File: src/rtl/piso_pkg.sv
package piso_pkg;

    // Sampled control lines of the register
    typedef struct packed {
        logic load_n;
        logic clk_a;
        logic clk_b;
        logic ser;
    } piso_ctrl_t;

    // Reset value: load inactive, shift clock parked high so no edge follows reset
    localparam piso_ctrl_t CTRL_IDLE = '{load_n: 1'b1, clk_a: 1'b1, clk_b: 1'b1, ser: 1'b0};

    typedef enum logic [1:0] {
        OP_HOLD  = 2'd0,
        OP_LOAD  = 2'd1,
        OP_SHIFT = 2'd2
    } piso_op_e;

    function automatic logic gated_clk(input piso_ctrl_t c);
        return c.clk_a | c.clk_b;
    endfunction

endpackage

File: src/rtl/piso_sync.sv
module piso_sync
    import piso_pkg::*;
#(
    parameter int DEPTH = 2
) (
    input  logic       clk,
    input  logic       rst,
    input  piso_ctrl_t raw,
    output piso_ctrl_t synced
);

    piso_ctrl_t pipe [DEPTH];

    for (genvar g = 0; g < DEPTH; g++) begin : g_stage
        if (g == 0) begin : g_first
            always_ff @(posedge clk) begin
                if (rst) pipe[g] <= CTRL_IDLE;
                else     pipe[g] <= raw;
            end
        end else begin : g_next
            always_ff @(posedge clk) begin
                if (rst) pipe[g] <= CTRL_IDLE;
                else     pipe[g] <= pipe[g-1];
            end
        end
    end

    assign synced = pipe[DEPTH-1];

endmodule

File: src/rtl/piso_ctl.sv
module piso_ctl
    import piso_pkg::*;
(
    input  logic       clk,
    input  logic       rst,
    input  piso_ctrl_t synced,
    output piso_op_e   op,
    output logic       ser_bit
);

    logic gate_now;
    logic gate_prev;
    logic gate_rise;

    assign gate_now  = gated_clk(synced);
    assign gate_rise = gate_now & ~gate_prev;
    assign ser_bit   = synced.ser;

    always_ff @(posedge clk) begin
        if (rst) gate_prev <= 1'b1;
        else     gate_prev <= gate_now;
    end

    always_comb begin
        if (!synced.load_n)  op = OP_LOAD;
        else if (gate_rise)  op = OP_SHIFT;
        else                 op = OP_HOLD;
    end

endmodule

File: src/rtl/piso_stages.sv
module piso_stages
    import piso_pkg::*;
#(
    parameter int STAGES = 8
) (
    input  logic              clk,
    input  logic              rst,
    input  piso_op_e          op,
    input  logic [STAGES-1:0] par_in,
    input  logic              ser_bit,
    output logic [STAGES-1:0] stage_q
);

    logic [STAGES-1:0] stage_d;

    always_comb begin
        unique case (op)
            OP_LOAD:  stage_d = par_in;
            OP_SHIFT: stage_d = {stage_q[STAGES-2:0], ser_bit};
            default:  stage_d = stage_q;
        endcase
    end

    always_ff @(posedge clk) begin
        if (rst) stage_q <= '0;
        else     stage_q <= stage_d;
    end

endmodule

File: src/rtl/piso_shift_reg.sv
module piso_shift_reg
    import piso_pkg::*;
#(
    parameter int STAGES     = 8,
    parameter int SYNC_DEPTH = 2
) (
    input  logic              clk,
    input  logic              rst,
    input  logic [STAGES-1:0] par_in,
    input  logic              load_n,
    input  logic              ser_in,
    input  logic              shclk_a,
    input  logic              shclk_b,
    output logic              q_last,
    output logic              q_last_n
);

    localparam int MSB = STAGES - 1;

    piso_ctrl_t        ctrl_raw;
    piso_ctrl_t        ctrl_sync;
    piso_op_e          op;
    logic              ser_bit;
    logic [STAGES-1:0] stage_q;

    assign ctrl_raw = '{load_n: load_n, clk_a: shclk_a, clk_b: shclk_b, ser: ser_in};

    piso_sync #(.DEPTH(SYNC_DEPTH)) u_sync (
        .clk    (clk),
        .rst    (rst),
        .raw    (ctrl_raw),
        .synced (ctrl_sync)
    );

    piso_ctl u_ctl (
        .clk     (clk),
        .rst     (rst),
        .synced  (ctrl_sync),
        .op      (op),
        .ser_bit (ser_bit)
    );

    piso_stages #(.STAGES(STAGES)) u_stages (
        .clk     (clk),
        .rst     (rst),
        .op      (op),
        .par_in  (par_in),
        .ser_bit (ser_bit),
        .stage_q (stage_q)
    );

    assign q_last   = stage_q[MSB];
    assign q_last_n = ~stage_q[MSB];

endmodule

File: config.mk
export PLATFORM = sky130hd
export DESIGN_NAME = piso_shift_reg
export DESIGN_NICKNAME = d
export VERILOG_FILES = /design/src/rtl/piso_pkg.sv /design/src/rtl/piso_sync.sv /design/src/rtl/piso_ctl.sv /design/src/rtl/piso_stages.sv /design/src/rtl/piso_shift_reg.sv
export SDC_FILE = /design/constraint.sdc
export NUM_CORES = 1
export LEC_CHECK = 0
export CAP_MARGIN = 20
export CORE_AREA = 4 4 41 43
export DETAILED_ROUTE_END_ITERATION = 7
export DIE_AREA = 0 0 45 47
export PLACE_DENSITY_LB_ADDON = 0.25
export SLEW_MARGIN = 15
export SYNTH_ARGS = -nofsm -noshare
export SYNTH_HDL_FRONTEND = slang
export SYNTH_SLANG_ARGS = --single-unit
File: constraint.sdc
create_clock -name clk -period 2.81 [get_ports clk]
set_clock_uncertainty 0.2 [all_clocks]
set_input_delay 0.7025 -clock clk [delete_from_list [all_inputs] [get_ports clk]]
set_output_delay 0.7025 -clock clk [all_outputs]
set_load 0.05 [all_outputs]
Word level (Yosys, flattened, before mapping)
Memories as Yosys holds them, arrays and structs flattened.
Cells that the tools add are included.
- bitwise gates (word level): 6
- muxes and demuxes: 8
- reduce and logical (&&, ||, !) cells: 1
- eq/ne operators: 2
- operators by type and width (kind ; count):
    $pmux 8 s2 ; 1
    $mux 4 ; 2
    $mux 2 ; 2
    $mux 1 ; 3
    $or 1x1->1 ; 3
    $eq 2x1->1 const B ; 1
    $eq 2x2->1 const B ; 1
    $not 1->1 ; 2
    $reduce_bool 2->1 ; 1
    $and 1x1->1 ; 1
- word-level logic and storage cells: 20
- register bits after elaboration: 9
- bits in writable memories: 8
- memories: 1
- input bits: 14
- memory list (name ; words ; width ; read ports ; clocked after memory_dff ; write ports ; RTL line ; source):
    u_sync.pipe ; 2 ; 4 ; 2 ; 0 ; 2 ; piso_sync.sv:12 ; piso_ctrl_t pipe [DEPTH];

Longest topological paths before layout
- depth in word-level cells: 6
- mapped depth: 4
- gate-level depth less buffers: 3

Modules after synthesis
Synthesis repeated with hierarchy kept, for this count alone.
- cell total of the unflattened synthesis: 60
- area, all modules: 649.4 um^2
- modules (own cells, without submodules) (module ; cells each ; area an instance (um^2) ; instances ; seq. area each (um^2)):
    piso_stages ; 37 ; 389.1 ; 1 ; 160.2
    piso_sync ; 16 ; 210.2 ; 1 ; 160.2
    piso_ctl ; 6 ; 46.3 ; 1 ; 20.0
    piso_shift_reg ; 1 ; 3.8 ; 1 ; 0.0

Worst setup path after synthesis
No wires, ideal clock.
- path type: reg2out
- from: register u_stages.stage_q[7]
- to: output q_last_n
- path slack: 929 ps
- arrival: 979 ps
- buffers on the path: 0
- stages on the path, launching flop included: 2
- path through: dfxtp_1 > inv_1
- longest elaborated chain between the ends: 1
- ends and longest elaborated chain (what ; RTL line ; source):
    start, declared ; piso_stages.sv:11 ; output logic [STAGES-1:0] stage_q
    start signal, assigned ; piso_stages.sv:26 ; else stage_q <= stage_d;
    $not 1->1 ; piso_shift_reg.sv:53 ; assign q_last_n = ~stage_q[MSB];
    end, declared ; piso_shift_reg.sv:15 ; output logic q_last_n
Every way passes these cells.

Final worst setup path
Ends and elaborated chain as after synthesis.

==> out/qor.txt <==
Status - complete, no violations
Reg2reg end - u_stages.stage_q[0]$_SDFFE_PP0P_
Reg area - 340 µm²
First-pass GRT wire length - 1640 µm
Die Wd - 45 µm
Routed Antenna Nets - 0
Maximum clock rate - 0.425 GHz
H-tree depth - 1
Final min period - 2.35 ns
Pwr dens - 545 nW/µm²
Worst-path cell chain - inv_1 -> clkdlybuf4s50_1
Synth warn - 0
Endpoints failing setup - 0
Drt wl/cell - 10.8 µm
Highest-count cells in the layout ignoring fill and taps - dfxtp_1, nand2_1, clkdlybuf4s50_1
Post-Syn Instances - 65
VDD IR max - 0.000356 V
Setup TNS - 0 ns
RSZ-0062 raised after global routing - no
Comb power frac - 0.097
Synth Area in Simple Gates - 0.241
Max cap viols - 0
Seq pwr share - 0.611
Layout cells sized above 1 - 0.138
Reg2reg path depth - 3
Max transition margin - 0.673
CP startpoint - u_stages.stage_q[7]$_SDFFE_PP0P_
HP Class - reg2reg
Clk buf depth - 2
Die Y-Extent - 47 µm
GRT overflow - 0
HP Start - u_sync.pipe[0][2]$_SDFF_PP1_
Sw Ratio - 0.215
Synth Area in Adders - 0
RR Startpoint - u_ctl.gate_prev$_SDFF_PP1_
GRT Total Usage - 0.116
CTS Buf Count - 3
WP buf/inv - 2
WHS - 0.217 ns
Initial antenna violation count - 0
Stages on worst setup path - 2
WP data required - 1.91 ns
Pwr Total - 0.424 mW
Critical path's slowest cell - clkdlybuf4s50_1
Critical path arrival - 1.45 ns
Sequential-to-total area share from yosys stat - 0.556
Synth Area in Compound Gates - 0.149
Pin count of the biggest net entering global routing - 18
CP Max Fanout - 3
Crit-path leading delay family - buffers and inverters
Commonest non-fill, non-tap cell in the layout - dfxtp_1
# port buffers - 15
Detailed Route WL - 1030 µm
Post-layout util - 0.598
Hpwl dp - 743 µm
Syn_area_per_cell - 9.41 µm²
Multiplexer share of the synthesized area - 0
Hold Path End - u_sync.pipe[1][2]$_SDFF_PP1_
Nets@finish - 95
XOR/XNOR Fraction of Synth Area - 0
Max-slew violation count - 0
Antenna cells - 0
Die Area - 2120 µm²
Synthesis-to-layout area growth - 27.2%
Slew @ Worst Pin - 0.490 ns
Post-cts resize count - 0
Clock Power Share - 0.292
Vias in the first global route - 399
Worst-path clk slew - 0.09 ns
Hold depth - 1
Leak - 0.278 nW
Post-DR vias/cell - 4.95
Pint - 0.333 mW
Post-route DRC - 0
Tcrit/Tclk final - 0.837
Critical Path Start Type - flip-flop
Fill count - 132
I/O pin count - 16
Drt initial violations - 5
Critical path class - reg2out
Initial Util - 0.470
Syn_nets - 79
FF+latch count, synth - 17
Worst-Skew Late Latency - 0.28 ns
Largest family of logic cells by synthesized area - simple AND/OR/NAND/NOR gates
Max stage delay on crit path - 0.79 ns
Mapped Area - 612 µm²
Worst Setup End Kind - output port
Reg2reg setup slack - 1.46 ns
Clk sinks - 17
Initial DRT Pass Iterations - 4
Psw - 0.0912 mW
CTS Hold Bufs - 0
CTS root buf - clkbuf_4
Final Hold Fails - 0
Postcts setup bufs - 0
GPL Wtd Cong - 0.643
Area of the multi-input gates - 239 µm²
CTS tree - done
Rows - 13
Core area - 1300 µm²
Netlist cell types - 14
Vias after detailed routing - 470
cell usage after synthesis:
cell	count	share of area
dfxtp_1	17	0.56
nand2_1	16	0.098
a311oi_1	8	0.11
nor2_1	8	0.049
or2_2	6	0.061
nor2b_1	2	0.020
buf_2	1	0.0082
buf_6	1	0.018
clkbuf_2	1	0.0082
clkbuf_4	1	0.012
inv_1	1	0.0061
o21ba_1	1	0.016
o21bai_2	1	0.018
or3_2	1	0.012
stage by stage:
stage,worst slack [ns],instances,cell area (µm²)
2_1_floorplan,0.929,65,612
3_3_place_gp,0.552,91,752
3_5_place_dp,0.536,91,752
4_1_cts,0.446,95,778
5_1_grt,0.402,95,778
6_report,0.457,95,778
cell families (layout without fill, tap and decap cells):
group / count (synthesis) / count (layout)
AO/OA/AOI/OAI: 10 / 10
buffers and inverters: 5 / 20
flip-flops: 17 / 17
AND/OR/NAND/NOR: 33 / 33
power groups by stage:
stage	Sequential [mW]	Clock, mW	Combinational (mW)
floorplan	0.264	0	0.0190
global placement	0.265	0	0.0408
detailed placement	0.265	0	0.0419
CTS	0.259	0.128	0.0421
global route	0.261	0.140	0.0454
finish	0.259	0.124	0.0414
cell type report:
type / instances / share of cell area
Sequential cell: 17 / 0.437
Multi-Input combinational cell: 43 / 0.307
Timing Repair Buffer: 15 / 0.193
Clock buffer: 4 / 0.0338
Tap cell: 15 / 0.0241
Inverter: 1 / 0.00482
metal layers:
layer / share of wire / up-vias / GRT usage / routed length, µm
li1: - / 247 / - / -
met3: 0.11 / 4 / 0.0307 / 117
met4: 0.041 / 0 / 0.123 / 42
met5: 0 / - / 0 / 0
met1: 0.42 / 198 / 0.129 / 435
met2: 0.42 / 21 / 0.172 / 433
registers in the layout, summed over array words and instances (netlist names):
register / cells
u_sync.pipe: 8
u_ctl.gate_prev: 1
u_stages.stage_q: 8
worst register-to-register path, stage by stage (launching register included):
cell	delay [ns]
dfxtp_1	0.31
o21ba_1	0.37
nand2_1	0.09
a311oi_1	0.28
how the worst max path moves through the flow:
stage | end | slack (ns)
global placement | u_ctl.gate_prev$_SDFF_PP1_ | 0.55
global route | q_last_n | 0.40
finish | q_last_n | 0.46
floorplan | q_last_n | 0.93
detailed placement | u_ctl.gate_prev$_SDFF_PP1_ | 0.54
CTS | q_last_n | 0.45
No activity file was read; power rests on OpenSTA's default activity.
